===== config.mk =====
export PLATFORM = sky130hd
export DESIGN_NAME = tailfill_mask_top
export DESIGN_NICKNAME = d
export VERILOG_FILES = /design/src/rtl/tailfill_pkg.sv /design/src/rtl/tf_policy_gate.sv /design/src/rtl/tf_span_calc.sv /design/src/rtl/tf_byte_mask.sv /design/src/rtl/tailfill_mask_top.sv
export SDC_FILE = /design/constraint.sdc
export NUM_CORES = 2
export LEC_CHECK = 0
export BUFFER_PORTS_ARGS = -buffer_cell sky130_fd_sc_hd__buf_2
export CELL_PAD_IN_SITES_DETAIL_PLACEMENT = 1
export CELL_PAD_IN_SITES_GLOBAL_PLACEMENT = 2
export CORE_AREA = 3 3 470 472
export CTS_CLUSTER_DIAMETER = 100
export CTS_CLUSTER_SIZE = 12
export DETAILED_ROUTE_END_ITERATION = 6
export DIE_AREA = 0 0 473 475
export PLACE_DENSITY = 0.74
export SLEW_MARGIN = 20
export SYNTH_ARGS = -nofsm -noshare
export SYNTH_HDL_FRONTEND = slang
export SYNTH_SLANG_ARGS = --single-unit

===== constraint.sdc =====
create_clock -name clk -period 38.9 [get_ports clk]
set_clock_uncertainty 0.1 [all_clocks]
set_input_delay 7.78 -clock clk [delete_from_list [all_inputs] [get_ports clk]]
set_output_delay 7.78 -clock clk [all_outputs]
set_load 0.01 [all_outputs]

===== src/rtl/tailfill_pkg.sv =====
package tailfill_pkg;

    localparam int IDX_W = 16;
    typedef logic [IDX_W-1:0] idx_t;

    typedef enum logic [2:0] {
        ACC_UNIT        = 3'd0,
        ACC_STRIDED     = 3'd1,
        ACC_INDEXED     = 3'd2,
        ACC_FAULT_FIRST = 3'd3,
        ACC_MASK_UNIT   = 3'd4
    } acc_kind_e;

    // Resolved request after policy gating
    typedef struct packed {
        logic       fill_en;
        idx_t       len;
        logic [3:0] fields;
    } gate_t;

    // Half-open byte range [lo, hi)
    typedef struct packed {
        logic act;
        idx_t lo;
        idx_t hi;
    } span_t;

    function automatic idx_t elems_to_bytes(idx_t elems, logic [1:0] sew);
        return elems << sew;
    endfunction

    function automatic idx_t round_up_reg(idx_t b, idx_t reg_bytes);
        return (b + reg_bytes - idx_t'(1)) & ~(reg_bytes - idx_t'(1));
    endfunction

    function automatic logic in_span(span_t s, idx_t b);
        return s.act && (b >= s.lo) && (b < s.hi);
    endfunction

endpackage


===== src/rtl/tf_policy_gate.sv =====
module tf_policy_gate
    import tailfill_pkg::*;
#(
    parameter int CNT_W  = 8,
    parameter int NF_MAX = 8
) (
    input  logic [2:0]       kind,
    input  logic [CNT_W-1:0] vl,
    input  logic [CNT_W-1:0] evl,
    input  logic [3:0]       nf,
    input  logic             tail_agn,
    input  logic             cfg_ones,
    output gate_t            gate
);
    acc_kind_e k;
    logic      unit_like;
    logic      mask_acc;

    always_comb begin
        k         = acc_kind_e'(kind);
        mask_acc  = (k == ACC_MASK_UNIT);
        unit_like = (k == ACC_UNIT) || mask_acc;

        gate.fill_en = mask_acc ? cfg_ones : (tail_agn && cfg_ones);
        gate.len     = unit_like ? idx_t'(evl) : idx_t'(vl);
        if (mask_acc)
            gate.fields = 4'd1;
        else if (nf > 4'(NF_MAX))
            gate.fields = 4'(NF_MAX);
        else
            gate.fields = nf;
    end
endmodule


===== src/rtl/tf_span_calc.sv =====
module tf_span_calc
    import tailfill_pkg::*;
#(
    parameter int CNT_W  = 8,
    parameter int NF_MAX = 8,
    parameter int VLENB  = 16
) (
    input  gate_t              gate,
    input  logic [1:0]         sew_exp,
    input  logic [CNT_W-1:0]   max_elems,
    input  logic [CNT_W-1:0]   total_elems,
    output span_t [NF_MAX:0]   spans
);
    localparam idx_t REG_BYTES = idx_t'(VLENB);

    idx_t me_x;
    idx_t tot_x;
    assign me_x  = idx_t'(max_elems);
    assign tot_x = idx_t'(total_elems);

    // One span per segment field
    for (genvar k = 0; k < NF_MAX; k++) begin : g_field
        idx_t base;
        always_comb begin
            base         = idx_t'(k) * me_x;
            spans[k].act = gate.fill_en && (4'(k) < gate.fields);
            spans[k].lo  = elems_to_bytes(base + gate.len, sew_exp);
            spans[k].hi  = elems_to_bytes(base + me_x, sew_exp);
        end
    end

    // Partial last register of a fractional segment group
    idx_t prod;
    idx_t ext_lo;
    logic partial;
    always_comb begin
        prod    = idx_t'(gate.fields) * me_x;
        partial = (tot_x != '0) && ((prod % tot_x) != '0);
        ext_lo  = elems_to_bytes(prod, sew_exp);
        spans[NF_MAX].act = gate.fill_en && partial;
        spans[NF_MAX].lo  = ext_lo;
        spans[NF_MAX].hi  = round_up_reg(ext_lo, REG_BYTES);
    end
endmodule


===== src/rtl/tf_byte_mask.sv =====
module tf_byte_mask
    import tailfill_pkg::*;
#(
    parameter int GROUP_BYTES = 128,
    parameter int NSPAN       = 9
) (
    input  span_t [NSPAN-1:0]      spans,
    output logic [GROUP_BYTES-1:0] mask
);
    for (genvar b = 0; b < GROUP_BYTES; b++) begin : g_byte
        always_comb begin
            mask[b] = 1'b0;
            for (int s = 0; s < NSPAN; s++)
                if (in_span(spans[s], idx_t'(b)))
                    mask[b] = 1'b1;
        end
    end
endmodule


===== src/rtl/tailfill_mask_top.sv =====
module tailfill_mask_top
    import tailfill_pkg::*;
#(
    parameter int VLEN        = 128,
    parameter int NF_MAX      = 8,
    parameter int VLENB       = VLEN / 8,
    parameter int GROUP_BYTES = 8 * VLENB,
    parameter int CNT_W       = $clog2(GROUP_BYTES) + 1
) (
    input  logic                     clk,
    input  logic                     rst,
    input  logic                     in_valid,
    input  logic [2:0]               kind,
    input  logic [CNT_W-1:0]         vl,
    input  logic [CNT_W-1:0]         evl,
    input  logic [1:0]               sew_exp,
    input  logic [3:0]               nf,
    input  logic [CNT_W-1:0]         max_elems,
    input  logic [CNT_W-1:0]         total_elems,
    input  logic                     tail_agn,
    input  logic                     cfg_ones,
    output logic                     out_valid,
    output logic [GROUP_BYTES-1:0]   byte_en,
    output logic [8*GROUP_BYTES-1:0] fill_data
);
    localparam int NSPAN = NF_MAX + 1;

    gate_t               gate;
    span_t [NSPAN-1:0]   spans;
    logic [GROUP_BYTES-1:0] mask_next;

    tf_policy_gate #(.CNT_W(CNT_W), .NF_MAX(NF_MAX)) u_gate (
        .kind(kind), .vl(vl), .evl(evl), .nf(nf),
        .tail_agn(tail_agn), .cfg_ones(cfg_ones), .gate(gate)
    );

    tf_span_calc #(.CNT_W(CNT_W), .NF_MAX(NF_MAX), .VLENB(VLENB)) u_span (
        .gate(gate), .sew_exp(sew_exp), .max_elems(max_elems),
        .total_elems(total_elems), .spans(spans)
    );

    tf_byte_mask #(.GROUP_BYTES(GROUP_BYTES), .NSPAN(NSPAN)) u_mask (
        .spans(spans), .mask(mask_next)
    );

    always_ff @(posedge clk) begin
        if (rst) begin
            out_valid <= 1'b0;
            byte_en   <= '0;
        end else begin
            out_valid <= in_valid;
            if (in_valid)
                byte_en <= mask_next;
        end
    end

    for (genvar i = 0; i < GROUP_BYTES; i++) begin : g_fill
        assign fill_data[8*i +: 8] = {8{byte_en[i]}};
    end
endmodule


==> metrics.sh <==
STATUS='finished clean'
COMBINATIONALPOWERSHARE_PCT=93.3
FIN_CRIT_SH_PCT=95.6
CPMAXSTAGEDELAYCELL='fa_1'
WORST_PIN_SLEW_PS=1410
SETUP.WORST_PATH.START='kind[1]'
CRIT_END='byte_en[53]$_SDFFE_PP0P_'
FINALWIRELENGTH_MM=546
PEAKVDDDROP_mV=0.295
HOLD_PATH.CLASS='flop to flop'
CPPEAKSTAGEDELAY_PS=540
SYNTH-MAIN-FF-CELL='dfxtp_1'
CLOCK_PATH_BUFFERS=2
LEAKAGEPOWER_uW=0.0233
SYNTH.LIB_CELLS_USED.DISTINCT=111
GRT_ANTENNA_BEFORE_REPAIR=86
TIMING.FINAL.HOLD_VIOLATIONS=0
PATH_CLK_SLEW_PS=80
NUMBER_OF_SYNTHESIZED_FLOPS_WITH_AN_ENABLE_PIN=0
SYN_TO_FINAL_GROWTH_PCT=13.9
DETAIL_ROUTE.DRC_VIOLATIONS=0
PART_OF_THE_TOTAL_POWER_DISSIPATED_IN_THE_CLOCK_NETWORK_PCT=3.2
GP_CONGESTION=1.15
NETSWITCHINGFRACTION_PCT=64.9
SYNTH_XOR_XNOR_AREA_SHARE_PCT=2.76
CLK-INSERTION-DELAY-LATE_PS=520
TIMING.SETUP.CRITICAL_PATH_CLASS='primary input to flop'
MAXCAPVIOLCOUNT=0
SYNTH_LARGEST_AREA_CELL='buf_4'
TOTAL_POWER_uW=5720
NUMBER_OF_GLOBAL_ROUTE_VIAS_BEFORE_REPAIR=64600
POWER_PER_CELL_AREA_nW_PER_UM2=106
FLOORPLAN.INITIALDENSITY_PCT=21.8
VIAS_PER_CELL=6.39
FINAL_CELLS=10800
TOTAL_CLOCK_BUFFERS_CREATED_BY_CTS=17
SYNTH_SIMPLE_GATE_AREA_SHARE_PCT=25.4
REGTOREGSETUPSLACK_PS=37210
PORT_BUF_INSERTS=1198
R2R_CELLS=2
AREA_OF_THE_DIE_UM2=225000
DOMINANT_COMBINATIONAL_CELL_FAMILY_BY_AREA_AFTER_SYNTHESIS='compound AO/OA/AOI/OAI gates'
SEQ_POWER_SHARE_PCT=3.5
SETUP_TNS_PS=0
SYNTHADDERAREAFRAC_PCT=7.17
CRIT_PATH_FREQUENT_CELL='o21a_1'
REPORT.FINAL.SLEW_VIOL_COUNT=0
FIRST_PASS_ITERATION_COUNT_OF_THE_DETAILED_ROUTER=7
YS_TOP_CELLS_BY_AREA='buf_4 (16%), a21oi_1 (9.1%), nor2_1 (7.5%)'
CTS_TREE='built'
FRACTION_OF_FINAL_LAYOUT_CELLS_WITH_DRIVE_STRENGTH_GREATER_THAN_1_PCT=27.1
GRT_OVERFLOW_TOTAL=0
REQUIRED_TIME_AT_THE_WORST_SLACK_ENDPOINT_PS=39200
CORE_REGION_AREA_UM2=217000
POST_SYNTH_MUX_AREA_SHARE_PCT=2.52
DIE_X_UM=473
IO_PINS=1199
TIMING.MAX_SLEW.REL_SLACK_PCT=5.28
POWER_REPORT.INTERNAL_TOTAL_uW=2010
FINAL.HOLD.WORST_SLACK_PS=464
CTS.ROOT.BUFFER_CELL='clkbuf_16'
LAYOUT_MIN_CYCLE_TIME_PS=37170
ANTENNA_LEFT=0
GRT_FIRST_PASS_WIRELENGTH_MM=689
CORE.ROWCOUNT=171
NNETSFINAL=8235
POWER_SWITCHING_uW=3710
WORSTSETUPENDPOINTTYPE='flop'
SHARE_OF_FLIP_FLOPS_WITH_AN_ASYNCHRONOUS_SET_OR_RESET_PCT=0
GRTUSAGETOTAL_PCT=45.9
FINALSETUPVIOLCOUNT=0
DRT-INITIAL-DRC-COUNT=9312
SYNTH_LARGEST_TYPE_AREA_FRACTION_PCT=16.3
REGTOREGSTARTPOINT='byte_en[121]$_SDFFE_PP0P_'
NETLIST_AREA_UM2=47200
PLACE_HPWL_MM=463
DP_CELLS=10800
ROUTED-VIA-COUNT=69200
SYNTH_COMPOUND_AREA_SHARE_PCT=36.1
TIMING.FMAX_GHz=0.0269
WORST-PATH-MAX-FANOUT=22
CP.ARRIVAL_PS=37480
STARTPOINT_TYPE='primary input'
SYNTH.FF_LATCH_COUNT=129
CTS_SINKS=129
GRT_START_MAX_NET_PINS=88
CTS.HTREE.LEVELS=4
SYNTHESIS.AREA_PER_INSTANCE_UM2=6.26
YOSYSSEQAREASHARE_PCT=5.47
FP.DIEH_UM=475
SYN-INSTANCE-COUNT=7546
SYNTHESIS.YOSYS.WARNINGS=0
WORST_R2R_ENDPOINT='byte_en[121]$_SDFFE_PP0P_'
WL_PER_CELL_UM=50.4
-- flip-flops by register name, summed over array words and instances, names as in the netlist --
register / count
byte_en: 128
out_valid: 1
-- logic make-up after synthesis --
kind of cell	count (synthesis)
fa+ha+maj	250
compound gates	2677
flops	129
buf+inv	1554
simple gates	2674
mux	112
other cells	1
xor+xnor	149
-- synth_stat cells, types with 39 or more instances --
library cell,count
o21ai_0,600
a221oi_1,61
nor2b_1,46
nand4_1,104
buf_4,1024
and3_1,49
o21ai_1,39
mux2i_1,70
o21a_1,82
or2_2,41
o2111ai_1,47
clkbuf_1,305
nand3_1,162
a31oi_1,111
inv_1,171
a211oi_1,144
o211ai_1,88
a2111oi_0,46
ha_1,216
dfxtp_1,129
nor2_1,943
a21oi_1,863
o21bai_1,46
o221ai_1,82
nand2_1,787
o22ai_1,49
a21o_1,88
o311ai_0,46
xor2_1,54
nand2b_1,56
and2_1,49
nor3_1,281
nor4_1,69
xnor2_1,95
-- worst min path at each step --
| stage | from | to | cells past startpoint |
|---|---|---|---|
| 4_1_cts | byte_en[12]$_SDFFE_PP0P_ | byte_en[12]$_SDFFE_PP0P_ | 2 |
| 3_3_place_gp | byte_en[12]$_SDFFE_PP0P_ | byte_en[12]$_SDFFE_PP0P_ | 2 |
| 2_1_floorplan | byte_en[112]$_SDFFE_PP0P_ | byte_en[112]$_SDFFE_PP0P_ | 2 |
| 5_1_grt | byte_en[12]$_SDFFE_PP0P_ | byte_en[12]$_SDFFE_PP0P_ | 2 |
| 3_5_place_dp | byte_en[12]$_SDFFE_PP0P_ | byte_en[12]$_SDFFE_PP0P_ | 2 |
| 6_report | byte_en[12]$_SDFFE_PP0P_ | byte_en[12]$_SDFFE_PP0P_ | 2 |
-- power by group through the flow --
stage	Sequential, uW	Combinational [uW]	Clock (uW)
floorplan	172	3190	0
global placement	196	4910	0
detailed placement	197	4900	0
CTS	195	4940	185
global route	197	5630	189
finish	197	5340	184
-- placed cells by master, fill, tap and decap left out, types with 48 or more instances in the layout --
cell type | Yosys | routed
nor3_1 | 281 | 261
xor2_1 | 54 | 54
a211oi_1 | 144 | 134
a21oi_1 | 863 | 838
xnor2_1 | 95 | 88
nor4_1 | 69 | 48
o21ai_0 | 600 | 571
buf_2 | 15 | 1198
a31oi_1 | 111 | 110
a221oi_1 | 61 | 56
o211ai_1 | 88 | 88
nor2_1 | 943 | 908
o21a_1 | 82 | 82
and3_1 | 49 | 48
nand2b_1 | 56 | 56
nand2_1 | 787 | 785
and2_1 | 49 | 49
mux2i_1 | 70 | 62
buf_4 | 1024 | 539
o22ai_1 | 49 | 48
a21o_1 | 88 | 87
ha_1 | 216 | 216
nand4_1 | 104 | 104
dfxtp_1 | 129 | 128
o21ai_1 | 39 | 56
inv_1 | 171 | 171
nand3_1 | 162 | 161
o221ai_1 | 82 | 79
-- stage by stage --
stage	utilization [%]	worst slack, ps	area [um^2]
6_report	24.8	1730	53800
5_1_grt	24.8	-60.4	53700
3_3_place_gp	24.2	845	52500
2_1_floorplan	-	641	47200
3_5_place_dp	24.3	12.9	52700
4_1_cts	24.6	328	53300
-- worst max-delay path, delay by kind of cell --
| kind | cells | cell delay [ps] |
|---|---|---|
| muxes | 2 | 580 |
| adders and majority gates | 15 | 5040 |
| and+or+nand+nor | 39 | 6930 |
| AOI/OAI and AO/OA | 81 | 14840 |
| buffers and inverters | 15 | 2210 |
-- final cells by class --
type	instances	area, um^2
inverter	175	658
clock inverter	15	184
fill	27400	163000
multi-input combinational	5866	36000
tap	2854	3570
antenna	34	85.1
clock buffer	17	425
sequential	129	2580
timing repair buffer	1750	10200
-- routing by layer --
layer	wire, um	share of wire [%]	global-route usage (%)	vias up
met5	322	0.059	0	-
met4	58000	11	39.6	48
met3	48200	8.8	10.4	1441
met2	225000	41	67.7	4895
met1	215000	39	56.2	35400
li1	-	-	-	27400
-- timing repair --
| item | 4_1_cts | 5_1_grt |
|---|---|---|
| gates resized for setup | 0 | 53 |
| buffers inserted | 0 | 5 |
| hold endpoints to repair | 0 | 0 |
| endpoints found under the setup margin | 0 | 120 |
| hold buffers | 0 | 0 |
No activity file was read; power rests on OpenSTA's default activity.
